--- config.mk ---
export PLATFORM = sky130hd
export DESIGN_NAME = serout_unit
export DESIGN_NICKNAME = d
export VERILOG_FILES = /design/src/rtl/serout_pkg.sv /design/src/rtl/serout_ctl.sv /design/src/rtl/serout_burst.sv /design/src/rtl/serout_unit.sv
export SDC_FILE = /design/constraint.sdc
export NUM_CORES = 1
export LEC_CHECK = 0
export ABC_CLOCK_PERIOD_IN_PS = 1800
export BUFFER_PORTS_ARGS = -buffer_cell sky130_fd_sc_hd__buf_4
export CAP_MARGIN = 20
export CORE_ASPECT_RATIO = 0.5
export CORE_MARGIN = 2
export CORE_UTILIZATION = 30
export DETAILED_ROUTE_END_ITERATION = 8
export PLACE_DENSITY_LB_ADDON = 0.2
export SETUP_SLACK_MARGIN = 0.1
export SLEW_MARGIN = 20
export SYNTH_ARGS = -nofsm -noshare
export SYNTH_HDL_FRONTEND = slang
export SYNTH_SLANG_ARGS = --single-unit
--- constraint.sdc ---
create_clock -name clk -period 1.8 [get_ports clk]
set_input_delay 0.36 -clock clk [delete_from_list [all_inputs] [get_ports clk]]
set_output_delay 0.36 -clock clk [all_outputs]
set_load 0.05 [all_outputs]
--- src/rtl/serout_pkg.sv ---
package serout_pkg;

  typedef enum logic {
    BURST_IDLE = 1'b0,
    BURST_RUN  = 1'b1
  } burst_state_e;

  typedef struct packed {
    logic int_start;   // convert command accepted in internal mode
    logic ext_start;   // transfer start in external mode
    logic win_open;    // chip selected and read phase active
    logic clk_rise;    // synchronized host clock rising edge
  } ctl_ev_t;

endpackage

--- src/rtl/serout_ctl.sv ---
module serout_ctl
  import serout_pkg::*;
#(
  parameter int SYNC_STAGES = 2
) (
  input  logic    clk,
  input  logic    rst_n,
  input  logic    mode_ext,
  input  logic    cs_n,
  input  logic    rd_conv,
  input  logic    sclk_in,
  input  logic    burst_busy,
  output ctl_ev_t ev
);

  logic                 cs_q, rc_q;
  logic [SYNC_STAGES:0] sclk_pipe_q, sclk_pipe_d;
  logic                 conv_now, conv_prev;

  always_comb begin
    sclk_pipe_d = {sclk_pipe_q[SYNC_STAGES-1:0], sclk_in};
    conv_now    = cs_n | rd_conv;
    conv_prev   = cs_q | rc_q;

    ev.int_start = ~mode_ext & ~burst_busy & conv_prev & ~conv_now;
    ev.ext_start = mode_ext &
                   ((~rc_q & rd_conv & ~cs_n) | (cs_q & ~cs_n & rd_conv));
    ev.win_open  = ~cs_n & rd_conv;
    ev.clk_rise  = sclk_pipe_q[SYNC_STAGES-1] & ~sclk_pipe_q[SYNC_STAGES];
  end

  always_ff @(posedge clk or negedge rst_n) begin
    if (!rst_n) begin
      cs_q        <= 1'b1;
      rc_q        <= 1'b1;
      sclk_pipe_q <= '0;
    end else begin
      cs_q        <= cs_n;
      rc_q        <= rd_conv;
      sclk_pipe_q <= sclk_pipe_d;
    end
  end

endmodule

--- src/rtl/serout_burst.sv ---
module serout_burst
  import serout_pkg::*;
#(
  parameter int DW   = 12,
  parameter int HALF = 4
) (
  input  logic clk,
  input  logic rst_n,
  input  logic start,
  output logic sclk_o,
  output logic busy_o,
  output logic shift_o
);

  localparam int CW = (HALF > 1) ? $clog2(HALF) : 1;
  localparam int BW = (DW > 1) ? $clog2(DW) : 1;

  burst_state_e     state_q, state_d;
  logic [CW-1:0]    phase_q, phase_d;
  logic [BW-1:0]    bit_q, bit_d;
  logic             sclk_q, sclk_d;
  logic             phase_end;

  always_comb begin
    state_d   = state_q;
    phase_d   = phase_q;
    bit_d     = bit_q;
    sclk_d    = sclk_q;
    shift_o   = 1'b0;
    phase_end = (phase_q == CW'(HALF - 1));
    if (state_q == BURST_IDLE) begin
      if (start) begin
        state_d = BURST_RUN;
        phase_d = '0;
        bit_d   = '0;
        sclk_d  = 1'b0;
      end
    end else begin
      phase_d = phase_q + CW'(1);
      if (phase_end) begin
        phase_d = '0;
        if (!sclk_q) begin
          sclk_d = 1'b1;
        end else begin
          sclk_d = 1'b0;
          if (bit_q == BW'(DW - 1)) begin
            state_d = BURST_IDLE;
          end else begin
            bit_d   = bit_q + BW'(1);
            shift_o = 1'b1;
          end
        end
      end
    end
  end

  always_ff @(posedge clk or negedge rst_n) begin
    if (!rst_n) begin
      state_q <= BURST_IDLE;
      phase_q <= '0;
      bit_q   <= '0;
      sclk_q  <= 1'b0;
    end else begin
      state_q <= state_d;
      phase_q <= phase_d;
      bit_q   <= bit_d;
      sclk_q  <= sclk_d;
    end
  end

  assign sclk_o = sclk_q;
  assign busy_o = (state_q == BURST_RUN);

  // clock is low whenever no burst runs
  a_r4_idle_clock_low: assert property (@(posedge clk) disable iff (!rst_n)
    !busy_o |-> !sclk_o);
  // pulse index never passes the last bit
  a_r4_bit_in_range: assert property (@(posedge clk) disable iff (!rst_n)
    bit_q <= BW'(DW - 1));
  // a burst ends together with the falling edge of its last pulse
  a_r4_end_on_fall: assert property (@(posedge clk) disable iff (!rst_n)
    $fell(busy_o) |-> $fell(sclk_o));

endmodule

--- src/rtl/serout_unit.sv ---
module serout_unit
  import serout_pkg::*;
#(
  parameter int DW   = 12,
  parameter int HALF = 4
) (
  input  logic          clk,
  input  logic          rst_n,
  input  logic          mode_ext,
  input  logic          fmt_sb,
  input  logic          res_valid,
  input  logic [DW-1:0] res_data,
  input  logic          cs_n,
  input  logic          rd_conv,
  input  logic          tag_in,
  input  logic          sclk_in,
  output logic          sclk_out,
  output logic          sdata_out,
  output logic          sync_out
);

  logic [1:0]    rst_pipe_q;
  logic          rst_i;
  ctl_ev_t       ev;
  logic          burst_busy, burst_shift, ext_shift;
  logic [DW-1:0] held_q, held_d, shreg_q, shreg_d, coded;
  logic          tag_q, tag_d, sync_q, sync_d;

  // reset: asserted asynchronously, released on the clock
  always_ff @(posedge clk or negedge rst_n) begin
    if (!rst_n) rst_pipe_q <= 2'b00;
    else        rst_pipe_q <= {rst_pipe_q[0], 1'b1};
  end
  assign rst_i = rst_pipe_q[1];

  serout_ctl #(.SYNC_STAGES(2)) u_ctl (
    .clk        (clk),
    .rst_n      (rst_i),
    .mode_ext   (mode_ext),
    .cs_n       (cs_n),
    .rd_conv    (rd_conv),
    .sclk_in    (sclk_in),
    .burst_busy (burst_busy),
    .ev         (ev)
  );

  serout_burst #(.DW(DW), .HALF(HALF)) u_burst (
    .clk     (clk),
    .rst_n   (rst_i),
    .start   (ev.int_start),
    .sclk_o  (sclk_out),
    .busy_o  (burst_busy),
    .shift_o (burst_shift)
  );

  always_comb begin
    coded     = held_q ^ {~fmt_sb, {(DW-1){1'b0}}};
    ext_shift = ev.clk_rise & ev.win_open & mode_ext & ~burst_busy;
    held_d    = res_valid ? res_data : held_q;

    shreg_d = shreg_q;
    if (ev.int_start || ev.ext_start)
      shreg_d = coded;
    else if (burst_shift)
      shreg_d = {shreg_q[DW-2:0], 1'b0};
    else if (ext_shift)
      shreg_d = {shreg_q[DW-2:0], tag_in};

    tag_d = ev.int_start ? tag_in : tag_q;

    sync_d = sync_q;
    if (ev.ext_start)    sync_d = 1'b1;
    else if (ext_shift)  sync_d = 1'b0;
  end

  always_ff @(posedge clk or negedge rst_i) begin
    if (!rst_i) begin
      held_q  <= '0;
      shreg_q <= '0;
      tag_q   <= 1'b0;
      sync_q  <= 1'b0;
    end else begin
      held_q  <= held_d;
      shreg_q <= shreg_d;
      tag_q   <= tag_d;
      sync_q  <= sync_d;
    end
  end

  assign sdata_out = (mode_ext || burst_busy) ? shreg_q[DW-1] : tag_q;
  assign sync_out  = sync_q;

  // data is steady while the generated clock is high
  a_r5_stable_when_high: assert property (@(posedge clk) disable iff (!rst_i)
    (!mode_ext && burst_busy && sclk_out) |-> $stable(sdata_out));
  // between bursts the data pin does not move
  a_r6_idle_hold: assert property (@(posedge clk) disable iff (!rst_i)
    (!mode_ext && $past(!mode_ext) && !burst_busy && $past(!burst_busy))
      |-> $stable(sdata_out));
  // an external start raises the marker on the next clock
  a_r8_sync_after_start: assert property (@(posedge clk) disable iff (!rst_i)
    ev.ext_start |=> sync_out);
  // a closed window freezes the external shift register
  a_r10_closed_window: assert property (@(posedge clk) disable iff (!rst_i)
    (mode_ext && !ev.win_open && !ev.ext_start && !burst_busy)
      |=> (!mode_ext || $stable(sdata_out)));

endmodule

==> flow_summary.yaml, run 1 <==
global_route:
  grt_antenna_before_repair: 0
  globalRouteTotalUtil_pct: 10.7
  grt_pass1_vias: 1130
  grt_max_degree: 35
  grt-ovfl-total: 0
  grt_pass1_wl_um: 5470
power_and_ir_drop:
  leakage_nw: 1.06
  power.ir.vdd_worst_mv: 0.446
  pwr_density_cell_nw_per_um2: 991
cts:
  cts_tree: "built"
  cts-htree-levels: 2
  cts.path.max_buffers: 2
  cts-root-buf: "clkbuf_16"
  clk_latency_ns: 0.28
  clkSlewWorstSetupHoldPaths_ns: 0.06
  cts_inserted_buffers: 5
  cts_sinks: 41
synthesis:
  synth.net_count: 158
  synth.top_cells.by_area: "dfrtp_1 53%, mux2_2 20%, dfstp_2 2.9%"
  synth_cells: 135
  dominant_cell_by_count_in_the_synthesized_netlist: "dfrtp_1"
  synth_top_cell_area_share_pct: 53.4
  number_of_enable_type_register_cells_in_the_synthesized_netlist: 0
  synthArstFlopShare_pct: 100
  ys_seq_area_share_pct: 56.3
  post_synth_num_cell_types: 34
  ys_seq_elements: 41
  synth.cell_area_um2: 1830
  synth_top_cells_by_count: "39 x dfrtp_1, 32 x mux2_2, 9 x o21ai_0"
  syn-mean-instance-area_um2: 13.5
  synth_ff_type: "dfrtp_1"
  synth_area_leader_cell: "dfrtp_1"
  synth-warning-count: 0
place:
  gp_congestion: 0.690
  post-place-ws_ns: -0.0331
  hpwlAfterDp_um: 2150
  dpl-instance-area_um2: 2170
  placed_cells_incl_taps: 241
  numPortBuffers: 23
finish:
  final_core_util_pct: 40.4
  layoutNonFillerInstCount: 253
  fillerInstances: 569
  design.final.nets: 198
  design_area_um2: 2420
  ratio_of_cells_with_drive_above_1_in_the_final_layout_pct: 50.6
  area_delta_synth_final_pct: 32.2
  antenna-diode-count: 0
timing:
  rsz_0062_raised_after_global_routing: "true"
  post-route-period-util_pct: 103
  final_max_slew_viol_count: 0
  layout_setup_ws_ns: -0.0594
  holdWs_ns: 0.115
  max_freq_mhz: 538
  fin_worst_skew_ns: 0.00446
  setup_viol_count_final: 11
  layout_min_cycle_time_ns: 1.86
  timing_hold_violations_final: 0
detailed_routing:
  routed-wl-met3_um: 93
  drc: 0
  detail_route.wirelength_um: 3250
  highest-signal-layer: "met4"
  wl_met2_um: 1520
  detail_route.wirelength.met1_um: 1590
  postRouteAntennaNets: 0
  viasPerCell: 4.55
  vias: 1150
  drt_iter0_drc: 31
  wl_per_cell_um: 12.8
  drt_pass1_iterations: 4
run:
  maxCapViolations: 0
run_status:
  violations_in_the_final_reports: "setup timing"
  status: "finished with violations"
setup_path:
  critPathArrivalTime_ns: 2.02
  timing.critical_path.fanout_max: 11
  path_depth: 5
  critical_path.slowest_cell: "or3b_1"
  path_delay_family: "multiplexers"
  timing.critical_path.cells: "or3b_1 > o22ai_2 > buf_12 > mux2_2 > mux2_4"
  worstSetupEndpointType: "register"
  worstRegToRegCells: 5
  cp_slowest_stage_delay_ns: 0.40
  type_of_the_worst_setup_path: "reg -> reg"
  type_of_element_launching_the_critical_path: "register"
  cp_bufs_invs: 1
  critPathRequiredTime_ns: 1.96
floorplan:
  fp.coreArea_um2: 5980
  io_pins: 24
  initial_cell_density_of_the_core_pct: 30.6
  floorplan.die_area_um2: 6770
  floorplan.die.height_um: 59.2
  width_of_the_chip_um: 114
  placementRows: 20
min_path:
  min_path_type: "reg -> async"
-- layout by cell type (no fill, tap or decap), types with 2 or more instances in the layout --
cell type  count
a32o_1         2
and2_2         2
buf_12         2
buf_4         32
clkbuf_16      5
dfrtp_1       38
dfstp_2        2
inv_1          2
mux2_2        25
mux2_4         8
mux2i_1        3
nand2_1        7
nand2b_1       2
nand3_1        4
nand3b_1       4
nor2_1         2
nor2b_1        2
o21ai_0        9
or4_4          2
xnor2_1        2
-- sequential cells by signal (all words and copies together) (netlist names) --
register / flops
held_q: 12
rst_pipe_q: 2
shreg_q: 12
sync_out: 1
tag_q: 1
u_burst.bit_q: 4
u_burst.busy_o: 1
u_burst.phase_q: 2
u_burst.sclk_o: 1
u_ctl.cs_q: 1
u_ctl.rc_q: 1
u_ctl.sclk_pipe_q: 3
-- metrics by stage --
step / TNS [ns] / power [mW]
after floorplan: 0 / 1.26
after global placement: -0.138 / 1.34
final: -0.511 / 2.40
after CTS: -0.551 / 2.41
after detailed placement: -0.215 / 1.35
after global routing: -1.14 / 2.53
-- worst reg2reg max path, cell delays in order (launching register included) --
cell	delay (ns)
dfrtp_1	0.38
or3b_1	0.40
o22ai_2	0.22
buf_12	0.17
mux2_2	0.34
mux2_4	0.25
-- cells by family (layout without fill, tap and decap cells) --
logic type | after synthesis | count (layout) | share of synthesized area [%]
AOI/OAI and AO/OA | 14 | 14 | 5.54
xor gates and xnor gates | 3 | 3 | 1.44
adders and majority gates | 2 | 2 | 1.37
buffers and inverters | 7 | 47 | 2.53
DFF | 41 | 41 | 56.3
muxes | 37 | 37 | 22.8
other | 1 | 1 | 0.205
and+or+nand+nor | 30 | 31 | 9.86
-- timing repair --
action | in CTS | in global routing
endpoints found under the hold margin | 2 | 0
resized for setup | 7 | 4
hold buffers | 1 | 0
setup endpoints to repair | 14 | 15
pin swaps | 0 | 3
setup buffers | 2 | 0
gates cloned | 0 | 1
-- power by group --
group | leakage [nW] | internal (mW) | switching, mW
sequential | 0.478 | 1.02 | 0.0498
combinational | 0.502 | 0.194 | 0.106
clock | 0.0841 | 0.692 | 0.332
-- final cells by class --
type / instances / area (um2) / area share (%)
flip-flops and latches: 41 / 1030 / 42.6
multi-input cells: 88 / 795 / 32.9
repair buffers: 37 / 317 / 13.1
clock buffers: 7 / 143 / 5.90
well taps: 77 / 96.3 / 3.99
clock inverters: 1 / 30.0 / 1.24
inverters: 2 / 7.51 / 0.311
-- final timing paths --
check,startpoint,to,slack (ns)
min in group clk,sclk_in,u_ctl.sclk_pipe_q[0],0.19
worst max-delay path,u_burst.busy_o,shreg_q[3],-0.06
worst min register to register,rst_pipe_q[1],held_q[4],0.11
max in group asynchronous,rst_pipe_q[1],u_ctl.rc_q,1.15
worst min-delay path,rst_pipe_q[1],held_q[4],0.11
worst max register to register,u_burst.busy_o,shreg_q[3],-0.06
-- metal layers --
metal / GRT usage (%) / vias up
met3: 3.68 / 4
met5: 0 / -
met1: 14.4 / 566
li1: - / 566
met4: 3.66 / 0
met2: 16.2 / 14
(Power assumes the default switching activity.)
==> inputs of run 2 (changes only) <==
--- a/config.mk
+++ b/config.mk
@@ -5,10 +5,9 @@
 export SDC_FILE = /design/constraint.sdc
 export NUM_CORES = 1
 export LEC_CHECK = 0
-export ABC_CLOCK_PERIOD_IN_PS = 1800
+export ABC_CLOCK_PERIOD_IN_PS = 2029
 export BUFFER_PORTS_ARGS = -buffer_cell sky130_fd_sc_hd__buf_4
 export CAP_MARGIN = 20
-export CORE_ASPECT_RATIO = 0.5
 export CORE_MARGIN = 2
 export CORE_UTILIZATION = 30
 export DETAILED_ROUTE_END_ITERATION = 8
==> constraint.sdc (replaced) <==
create_clock -name clk -period 2.03 [get_ports clk]
set_input_delay 0.406 -clock clk [delete_from_list [all_inputs] [get_ports clk]]
set_output_delay 0.406 -clock clk [all_outputs]
set_load 0.05 [all_outputs]
==> flow_summary.yaml, run 2 (synthesis results as in run 1) <==
run_status:
  status: "finished, final reports clean"
min_path:
  min_path_type: "in -> reg"
  hold_depth: 1
global_route:
  grt_antenna_before_repair: 0
  grt-ovfl-total: 0
  grt_pass1_wl_um: 5220
  globalRouteTotalUtil_pct: 10.4
  grt_pass1_vias: 1106
  grt_max_degree: 40
floorplan:
  placementRows: 28
  floorplan.die_area_um2: 6730
  initial_cell_density_of_the_core_pct: 30.9
  io_pins: 24
  fp.coreArea_um2: 5920
  floorplan.die.height_um: 82.1
  width_of_the_chip_um: 82.1
detailed_routing:
  postRouteAntennaNets: 0
  routed-wl-met3_um: 134
  drc: 0
  vias: 1104
  drt_pass1_iterations: 4
  viasPerCell: 4.58
  wl_per_cell_um: 12.7
  wl_met2_um: 1430
  detail_route.wirelength_um: 3070
  detail_route.wirelength.met1_um: 1460
  highest-signal-layer: "met4"
  drt_iter0_drc: 63
timing:
  max_freq_mhz: 530
  setup_tns_ns: 0
  fin_worst_skew_ns: 0.00517
  timing_hold_violations_final: 0
  final_max_slew_viol_count: 0
  setup_viol_count_final: 0
  layout_min_cycle_time_ns: 1.89
  rsz_0062_raised_after_global_routing: "true"
  post-route-period-util_pct: 92.9
setup_path:
  worstSetupEndpointType: "register"
  type_of_the_worst_setup_path: "reg -> reg"
  critical_path.slowest_cell: "dfrtp_1"
  cp_slowest_stage_delay_ns: 0.43
  timing.critical_path.fanout_max: 11
  worstRegToRegCells: 6
  path_common_cell: "mux2_2"
  type_of_element_launching_the_critical_path: "register"
  critPathRequiredTime_ns: 2.20
  critPathArrivalTime_ns: 2.06
  timing.critical_path.cells: "ha_1 > and3b_1 > o22ai_2 > buf_12 > mux2_2 > mux2_2"
power_and_ir_drop:
  leakage_nw: 0.947
  pwr_density_cell_nw_per_um2: 775
  power.ir.vdd_worst_mv: 0.272
  switching_share_pct: 23.0
  clock_power_share_pct: 31.2
  sw_pwr_mw: 0.393
  seq_power_share_pct: 55.4
  combinationalPowerShare_pct: 13.5
  p_int_mw: 1.32
cts:
  cts.path.max_buffers: 2
  cts_inserted_buffers: 5
  cts-htree-levels: 2
  cts_tree: "built"
  post-cts-setup-buffer-count: 0
  cts-root-buf: "clkbuf_8"
  clkSlewWorstSetupHoldPaths_ns: 0.07
  clk_latency_ns: 0.29
  cts_sinks: 41
place:
  dpl-instance-area_um2: 2110
  numPortBuffers: 23
  gp_congestion: 0.746
  hpwlAfterDp_um: 2170
finish:
  layout.cells.most_common_list: "39 x dfrtp_1, 32 x mux2_2, 27 x buf_4"
  ratio_of_cells_with_drive_above_1_in_the_final_layout_pct: 46.4
  fillerInstances: 595
  design_area_um2: 2200
  design.final.nets: 189
  antenna-diode-count: 0
  area_delta_synth_final_pct: 20.6
  layout_commonest_cell: "dfrtp_1"
  reg_top3: "held_q x12, shreg_q x12, u_burst.bit_q x4"
run:
  maxCapViolations: 0
run 2: cell count changes in the layout (fill, tap and decap cells not counted), sizes merged:
cell and delta:
buf -8, bufinv -1, or4 -1
run 2: metal layers:
metal | vias up | global-route usage [%]
met5 | - | 0
met4 | 0 | 4.00
met3 | 6 | 3.96
met2 | 21 | 15.6
met1 | 540 | 13.6
li1 | 537 | -
run 2: power by group through the flow:
stage / registers (mW) / clock network (mW) / logic (mW)
4_1_cts: 0.947 / 0.555 / 0.236
2_1_floorplan: 0.958 / 0 / 0.158
5_1_grt: 0.955 / 0.596 / 0.257
3_5_place_dp: 0.962 / 0 / 0.233
6_report: 0.946 / 0.532 / 0.230
3_3_place_gp: 0.961 / 0 / 0.226
run 2: critical path, delay by kind of cell (launching register included):
family	cells	cell delay (ns)
buffers and inverters	1	0.16
AND/OR/NAND/NOR	1	0.21
multiplexers	2	0.59
adder cells (fa/ha/maj)	1	0.24
flip-flops	1	0.43
AO/OA/AOI/OAI	1	0.14
run 2: final cells by class:
type | instances | area [um2] | area share, %
inverters | 2 | 7.51 | 0.341
clock buffers | 7 | 86.3 | 3.92
multi-input cells | 87 | 756 | 34.3
repair buffers | 29 | 233 | 10.6
well taps | 75 | 93.8 | 4.26
flip-flops and latches | 41 | 1030 | 46.7
run 2: path summary, 6_finish.rpt:
path,slack (ns),to,start
worst max-delay path,0.14,shreg_q[9],u_burst.bit_q[0]
worst min-delay path,0.22,u_ctl.sclk_pipe_q[0],sclk_in
worst max register to register,0.14,shreg_q[9],u_burst.bit_q[0]
worst min register to register,0.30,u_ctl.sclk_pipe_q[0],rst_pipe_q[1]
max in group asynchronous,1.37,u_ctl.rc_q,rst_pipe_q[1]
min in group asynchronous,0.30,u_ctl.sclk_pipe_q[0],rst_pipe_q[1]
run 2: metrics by stage:
step	setup slack, ns	power [mW]	hold slack, ns	std cells	util (%)
2_1_floorplan	0.100	1.12	0.110	135	-
3_3_place_gp	0.173	1.19	0.189	233	35.6
3_5_place_dp	0.149	1.20	0.191	233	35.6
4_1_cts	0.132	1.74	0.209	241	37.2
5_1_grt	0.0785	1.81	0.206	241	37.2
6_report	0.145	1.71	0.221	241	37.2
run 2: what timing repair did:
item                       4_1_cts  5_1_grt
setup endpoints to repair        0        9
hold buffers                     1        0
hold endpoints to repair         2        0
gates resized for setup          0        1
